$ cat src/rtl/wdog_pkg.sv
package wdog_pkg;
  // period choices, value equals the control-register field encoding
  typedef enum logic [1:0] {
    PER_18 = 2'b00,
    PER_22 = 2'b01,
    PER_25 = 2'b10,
    PER_27 = 2'b11
  } per_sel_e;

  localparam int unsigned CTRL_ADDR = 0;
  localparam int unsigned KICK_ADDR = 1;

  localparam logic [7:0] KEY_ARM  = 8'hA5;
  localparam logic [7:0] KEY_FIRE = 8'h5A;

  localparam int unsigned BIT_EN   = 7;
  localparam int unsigned BIT_FLAG = 6;
  localparam int unsigned BIT_SRC  = 3;
  localparam int unsigned BIT_NMI  = 2;

  localparam int unsigned MAX_EXP = 27;

  typedef struct packed {
    logic     en;
    logic     nmi_sel;
    logic     slow_src;
    per_sel_e per;
  } cfg_t;

  // log2 of the scaled period in counts
  function automatic int unsigned per_exp(per_sel_e s, int unsigned shift);
    case (s)
      PER_18:  return 18 - shift;
      PER_22:  return 22 - shift;
      PER_25:  return 25 - shift;
      default: return 27 - shift;
    endcase
  endfunction
endpackage

$ cat src/rtl/wdog_regs.sv
module wdog_regs
  import wdog_pkg::*;
#(
  parameter int unsigned ADDR_W = 2
) (
  input  logic              clk,
  input  logic              sys_rst_n,
  input  logic              por_n,
  input  logic              bus_sel,
  input  logic              bus_wr,
  input  logic [ADDR_W-1:0] bus_addr,
  input  logic [7:0]        bus_wdata,
  input  logic              expire,
  output cfg_t              cfg,
  output logic              kick_stb,
  output logic [7:0]        rdata
);
  logic ctrl_wr;
  logic flag_q;
  cfg_t cfg_q;

  assign ctrl_wr  = bus_sel && bus_wr && (bus_addr == ADDR_W'(CTRL_ADDR));
  assign kick_stb = bus_sel && bus_wr && (bus_addr == ADDR_W'(KICK_ADDR));

  // configuration: writable only while disabled; enable is set-only
  always_ff @(posedge clk or negedge sys_rst_n) begin
    if (!sys_rst_n) begin
      cfg_q <= '0;
    end else if (ctrl_wr && !cfg_q.en) begin
      cfg_q.en       <= bus_wdata[BIT_EN];
      cfg_q.nmi_sel  <= bus_wdata[BIT_NMI];
      cfg_q.slow_src <= bus_wdata[BIT_SRC];
      cfg_q.per      <= per_sel_e'(bus_wdata[1:0]);
    end
  end

  // timeout flag: kept across system reset, cleared by power-on or write-one
  always_ff @(posedge clk or negedge por_n) begin
    if (!por_n) begin
      flag_q <= 1'b0;
    end else if (expire) begin
      flag_q <= 1'b1;
    end else if (ctrl_wr && bus_wdata[BIT_FLAG]) begin
      flag_q <= 1'b0;
    end
  end

  assign cfg = cfg_q;

  always_comb begin
    rdata = '0;
    if (bus_addr == ADDR_W'(CTRL_ADDR)) begin
      rdata[BIT_EN]   = cfg_q.en;
      rdata[BIT_FLAG] = flag_q;
      rdata[BIT_SRC]  = cfg_q.slow_src;
      rdata[BIT_NMI]  = cfg_q.nmi_sel;
      rdata[1:0]      = cfg_q.per;
    end
  end


  en_sticky_chk: assert property (@(posedge clk) disable iff (!sys_rst_n)
    cfg_q.en |=> cfg_q.en);


  cfg_lock_chk: assert property (@(posedge clk) disable iff (!sys_rst_n)
    cfg_q.en |=> $stable({cfg_q.nmi_sel, cfg_q.slow_src, cfg_q.per}));


  flag_set_chk: assert property (@(posedge clk) disable iff (!sys_rst_n)
    expire |=> flag_q);
endmodule

$ cat src/rtl/wdog_kick.sv
module wdog_kick
  import wdog_pkg::*;
(
  input  logic       clk,
  input  logic       rst_n,
  input  logic       wr_stb,
  input  logic [7:0] wdata,
  output logic       restart
);
  logic armed_q;

  assign restart = wr_stb && armed_q && (wdata == KEY_FIRE);

  // armed only directly after a write of the first key byte
  always_ff @(posedge clk or negedge rst_n) begin
    if (!rst_n) begin
      armed_q <= 1'b0;
    end else if (wr_stb) begin
      armed_q <= (wdata == KEY_ARM);
    end
  end


  lone_fire_chk: assert property (@(posedge clk) disable iff (!rst_n)
    (wr_stb && wdata != KEY_ARM) |=> !restart);
endmodule

$ cat src/rtl/wdog_counter.sv
module wdog_counter
  import wdog_pkg::*;
#(
  parameter int unsigned SHIFT = 12,
  parameter int unsigned CNT_W = MAX_EXP - SHIFT
) (
  input  logic     clk,
  input  logic     rst_n,
  input  logic     en,
  input  logic     slow_src,
  input  logic     slow_tick,
  input  per_sel_e per,
  input  logic     restart,
  output logic     expire
);
  logic [CNT_W-1:0] cnt_q;
  logic [CNT_W-1:0] last;
  logic             adv;

  always_comb begin
    last = CNT_W'((64'd1 << per_exp(per, SHIFT)) - 64'd1);
  end

  assign adv    = en && (slow_src ? slow_tick : 1'b1);
  assign expire = adv && !restart && (cnt_q == last);

  always_ff @(posedge clk or negedge rst_n) begin
    if (!rst_n) begin
      cnt_q <= '0;
    end else if (restart || expire) begin
      cnt_q <= '0;
    end else if (adv) begin
      cnt_q <= cnt_q + 1'b1;
    end
  end


  cnt_range_chk: assert property (@(posedge clk) disable iff (!rst_n)
    cnt_q <= last);


  restart_clr_chk: assert property (@(posedge clk) disable iff (!rst_n)
    restart |=> (cnt_q == '0));


  idle_hold_chk: assert property (@(posedge clk) disable iff (!rst_n)
    !en |=> $stable(cnt_q));


  slow_gate_chk: assert property (@(posedge clk) disable iff (!rst_n)
    (en && slow_src && !slow_tick && !restart) |=> $stable(cnt_q));
endmodule

$ cat src/rtl/wdog_action.sv
module wdog_action (
  input  logic clk,
  input  logic rst_n,
  input  logic expire,
  input  logic nmi_sel,
  output logic rst_req,
  output logic nmi_req
);
  always_ff @(posedge clk or negedge rst_n) begin
    if (!rst_n) begin
      rst_req <= 1'b0;
      nmi_req <= 1'b0;
    end else begin
      rst_req <= expire && !nmi_sel;
      nmi_req <= expire && nmi_sel;
    end
  end


  one_action_chk: assert property (@(posedge clk) disable iff (!rst_n)
    $onehot0({rst_req, nmi_req}));


  rst_pulse_chk: assert property (@(posedge clk) disable iff (!rst_n)
    rst_req |=> !rst_req);
endmodule

$ cat src/rtl/wdog_top.sv
module wdog_top
  import wdog_pkg::*;
#(
  parameter int unsigned ADDR_W = 2,
  parameter int unsigned SHIFT  = 12
) (
  input  logic              clk,
  input  logic              por_n,
  input  logic              rst_n,
  input  logic              bus_sel,
  input  logic              bus_wr,
  input  logic [ADDR_W-1:0] bus_addr,
  input  logic [7:0]        bus_wdata,
  output logic [7:0]        bus_rdata,
  input  logic              slow_tick,
  output logic              rst_req,
  output logic              nmi_req
);
  localparam int unsigned CNT_W = MAX_EXP - SHIFT;

  logic sys_rst_n;
  logic kick_stb;
  logic restart;
  logic expire;
  cfg_t cfg;

  assign sys_rst_n = por_n & rst_n;

  wdog_regs #(.ADDR_W(ADDR_W)) u_regs (
    .clk(clk), .sys_rst_n(sys_rst_n), .por_n(por_n),
    .bus_sel(bus_sel), .bus_wr(bus_wr), .bus_addr(bus_addr),
    .bus_wdata(bus_wdata), .expire(expire), .cfg(cfg),
    .kick_stb(kick_stb), .rdata(bus_rdata)
  );

  wdog_kick u_kick (
    .clk(clk), .rst_n(sys_rst_n), .wr_stb(kick_stb),
    .wdata(bus_wdata), .restart(restart)
  );

  wdog_counter #(.SHIFT(SHIFT), .CNT_W(CNT_W)) u_cnt (
    .clk(clk), .rst_n(sys_rst_n), .en(cfg.en), .slow_src(cfg.slow_src),
    .slow_tick(slow_tick), .per(cfg.per), .restart(restart),
    .expire(expire)
  );

  wdog_action u_act (
    .clk(clk), .rst_n(sys_rst_n), .expire(expire),
    .nmi_sel(cfg.nmi_sel), .rst_req(rst_req), .nmi_req(nmi_req)
  );
endmodule

$ cat config.mk
export PLATFORM = sky130hd
export DESIGN_NAME = wdog_top
export DESIGN_NICKNAME = d
export VERILOG_FILES = /design/src/rtl/wdog_pkg.sv /design/src/rtl/wdog_regs.sv /design/src/rtl/wdog_kick.sv /design/src/rtl/wdog_counter.sv /design/src/rtl/wdog_action.sv /design/src/rtl/wdog_top.sv
export SDC_FILE = /design/constraint.sdc
export NUM_CORES = 1
export LEC_CHECK = 0
export ABC_AREA = 1
export BUFFER_PORTS_ARGS = -buffer_cell sky130_fd_sc_hd__buf_4
export CAP_MARGIN = 10
export CORE_MARGIN = 4
export CORE_UTILIZATION = 40
export DETAILED_ROUTE_END_ITERATION = 8
export PLACE_DENSITY = 0.57
export SLEW_MARGIN = 20
export SYNTH_ARGS = -nofsm -noshare
export SYNTH_HDL_FRONTEND = slang
export SYNTH_SLANG_ARGS = --single-unit
$ cat constraint.sdc
create_clock -name clk -period 1.5 [get_ports clk]
set_clock_uncertainty 0.05 [all_clocks]
set_input_delay 0.075 -clock clk [delete_from_list [all_inputs] [get_ports clk]]
set_output_delay 0.075 -clock clk [all_outputs]
set_load 0.02 [all_outputs]
==> metrics <==
status=finished, violations left; failing checks=setup timing; total power=approximately 1700 uW; worst-path cell chain=ha_2, nand2_2, nor2_1, nand2_1, nor2_2, nand3_4, buf_4, nor2_1; total CTS buffers=3; period utilisation layout=1.00; number of DRC markers in iteration 0=51; post-route setup slack=-0.00241 ns; cell family with most CP delay=simple AND/OR/NAND/NOR gates; Die X=70.2 um; Min-Delay Startpoint=bus_wdata[6]; drt pass-1 iters=4; Placed Cells=~300; library cells used by synthesis=28; H-tree depth=1; Cells after Synth=217; fin crit period=1.50 ns; P&R area growth vs syn=31.2%; reg-to-reg critical path endpoint=u_act.nmi_req; Core Area=3690 sq um; CP bufs+invs=1; synth top area cells=dfrtp_1 39%, nor2_1 11%, nand2_1 11%; initial core utilization=0.420; proportion of layout cells with a drive suffix above 1=0.296; antenna-violating nets left=0; layout net count=280; grt ovf=0; clock-pin slew on the worst setup and hold paths=0.08 ns; Async S/R FF share, synth=1.00; Ports=26; routed wire length=3700 um; Mapped Avg Cell Area=about 7 sq um; GRT met2 Usage=0.230; leading area contributor after synthesis=dfrtp_1; critical path arrival=around 1.7 ns; M3 GR Usage=0.0345; Hold Path Class=in -> reg; Worst Hold End=u_regs.flag_q; Switch Pwr=roughly 540 uW; unrepaired setup endpoints after global routing=true; hold path depth=4; Root Driver=clkbuf_8; chip height=70.2 um; register-to-register setup slack=-0.002 ns; register share of total power=0.473; Clk Latency, worst-skew pair=0.27 ns; die area=~5000 sq um; Clock power frac=0.226; top cell types by occurrence after synthesis=47 x nor2_1, 44 x nand2_1, 27 x inv_1; fin cells=308; top cell type's share of synthesized area=0.388; row cnt=22; CTS Buffer Depth=2; Comb pwr share=0.301; CP peak stage delay=0.42 ns; # setup viols final=2; CP Max Fanout=4; Seq cells post-synth=24; Post-synth EDFFs=0; TritonCTS clock tree=yes; fmax=between 0.6 and 0.7 GHz; Core Util, Final=0.551; total track usage=0.149; Cell Pwr Density=827 nW/um^2; busiest grt layer=met2; # DRC=0; Final HPWL DP=about 2700 um; cell depth of the worst flop-to-flop path=8; crit path launch type=register; worst flop-to-flop path startpoint=u_cnt.cnt_q[0]; leakage power=0.00100 uW; count leader, synth=nor2_1; DR vias=1,440; worst vdd ir=a little over 800 uV; global-route wire length before repair=5980 um; slowest CP cell=dfrtp_1; register area share after synthesis=0.388; RD Place Congestion=0.815; final hold vios=0; synth warn=0; Worst setup EP type=register; crit-path most repeated cell=nor2_1; pin count of the biggest net entering global routing=24; kind of critical path=reg -> reg; Sink Count=24; Worst Path Required=1.65 ns; met1 Resource Use GR=0.212; n_diodes=0; worst slack, placed=0.00370 ns; Routed WL per cell=12.0 um; Mapped Area=1550 sq um; Max Cap Viol=0; DR vias/cell=4.68; port buffer count=23; Main synth FF type=dfrtp_1; Pint=1140 uW; fillers=~390; Pins Over Slew Limit=0; initial antenna violation count=0; Net Sw Frac=0.323; vias in the first global route=1,326
power by group through the flow:
stage / clock network (uW) / logic [uW] / registers [uW]
4_1_cts: 395 / 444 / 795
3_3_place_gp: 0 / 434 / 807
3_5_place_dp: 0 / 430 / 809
6_report: 380 / 505 / 796
5_1_grt: 426 / 574 / 806
2_1_floorplan: 0 / 271 / 807
area by class of cell:
type                       instances  area (sq um)  area share
clock buffer                       3          41.3      0.0203
inverter                          30           115      0.0567
multi-input combinational        162           901       0.443
sequential                        24           602       0.296
tap                               48          60.1      0.0296
timing repair buffer              41           313       0.154
how the worst max path moves through the flow:
stage                         startpoint         endpoint  cells after the start  slack (ns)
after floorplan           u_cnt.cnt_q[0]  u_cnt.cnt_q[12]                      9        0.15
after global placement     u_regs.cfg[1]   u_cnt.cnt_q[4]                      8        0.04
after detailed placement   u_regs.cfg[1]  u_cnt.cnt_q[10]                      8       0.004
after CTS                 u_cnt.cnt_q[1]  u_cnt.cnt_q[10]                      8       0.004
after global routing       u_regs.cfg[1]   u_cnt.cnt_q[0]                      8       -0.11
final                     u_cnt.cnt_q[0]    u_act.nmi_req                      8      -0.002
metal layers:
layer	wire length, um	part of all wire
met5	0	0
met4	27	0.0073
met3	99	0.027
met2	1760	0.47
met1	1820	0.49
tightest hold or removal path, delay by kind of cell:
kind	cells	cell delay, ns
and+or+nand+nor	3	0.15
buffers and inverters	1	0.09
state kept, by name, summed over array words and instances, names as in the netlist:
register and cells:
u_cnt.cnt_q 15, u_regs.cfg 5, u_act.nmi_req 1, u_act.rst_req 1, u_kick.armed_q 1, u_regs.flag_q 1
layout by cell type, fill, tap and decap left out:
cell type,synthesis,layout
a21oi_1,2,2
and3_1,1,1
buf_4,2,39
clkbuf_8,0,3
conb_1,1,2
dfrtp_1,24,23
dfrtp_2,0,1
dlygate4sd3_1,0,2
ha_2,0,2
inv_1,27,25
inv_2,3,4
inv_4,0,1
nand2_1,44,40
nand2_2,4,7
nand2_4,1,3
nand3_1,14,14
nand3_4,0,1
nand3b_1,3,3
nand4_1,6,6
nor2_1,47,40
nor2_2,3,8
nor2_4,0,2
nor3_1,4,4
nor3_4,1,1
nor4_1,2,2
o21ai_0,7,6
o21ai_2,2,3
o21ai_4,1,2
or2_1,1,1
xnor2_1,2,2
xor2_1,10,10
cells by family (layout without fill, tap and decap cells):
family / after synthesis / after routing / share of synthesized area
flip-flops: 24 / 24 / 0.388
other: 1 / 2 / 0.00242
AO/OA/AOI/OAI: 13 / 13 / 0.0541
adder cells (fa/ha/maj): 2 / 2 / 0.0162
buffers and inverters: 33 / 74 / 0.0856
AND/OR/NAND/NOR: 132 / 133 / 0.386
XOR/XNOR: 12 / 12 / 0.0679
stage by stage:
step	cell area (sq um)	TNS [ns]	hold slack, ns
after floorplan	1550	0	-0.271
after global placement	1860	0	-0.194
after detailed placement	1860	0	-0.194
after CTS	1930	0	0.0340
after global routing	2030	-1.31	0.0383
final	2030	-0.00350	0.0421
timing repair:
action | CTS | global route
gates cloned | 0 | 1
setup buffers | 1 | 3
hold buffers | 2 | 0
setup endpoints to repair | 6 | 18
gates resized for setup | 1 | 25
pin swaps | 0 | 15
endpoints found under the hold margin | 24 | 0
Power figures use the tool's default switching activity.
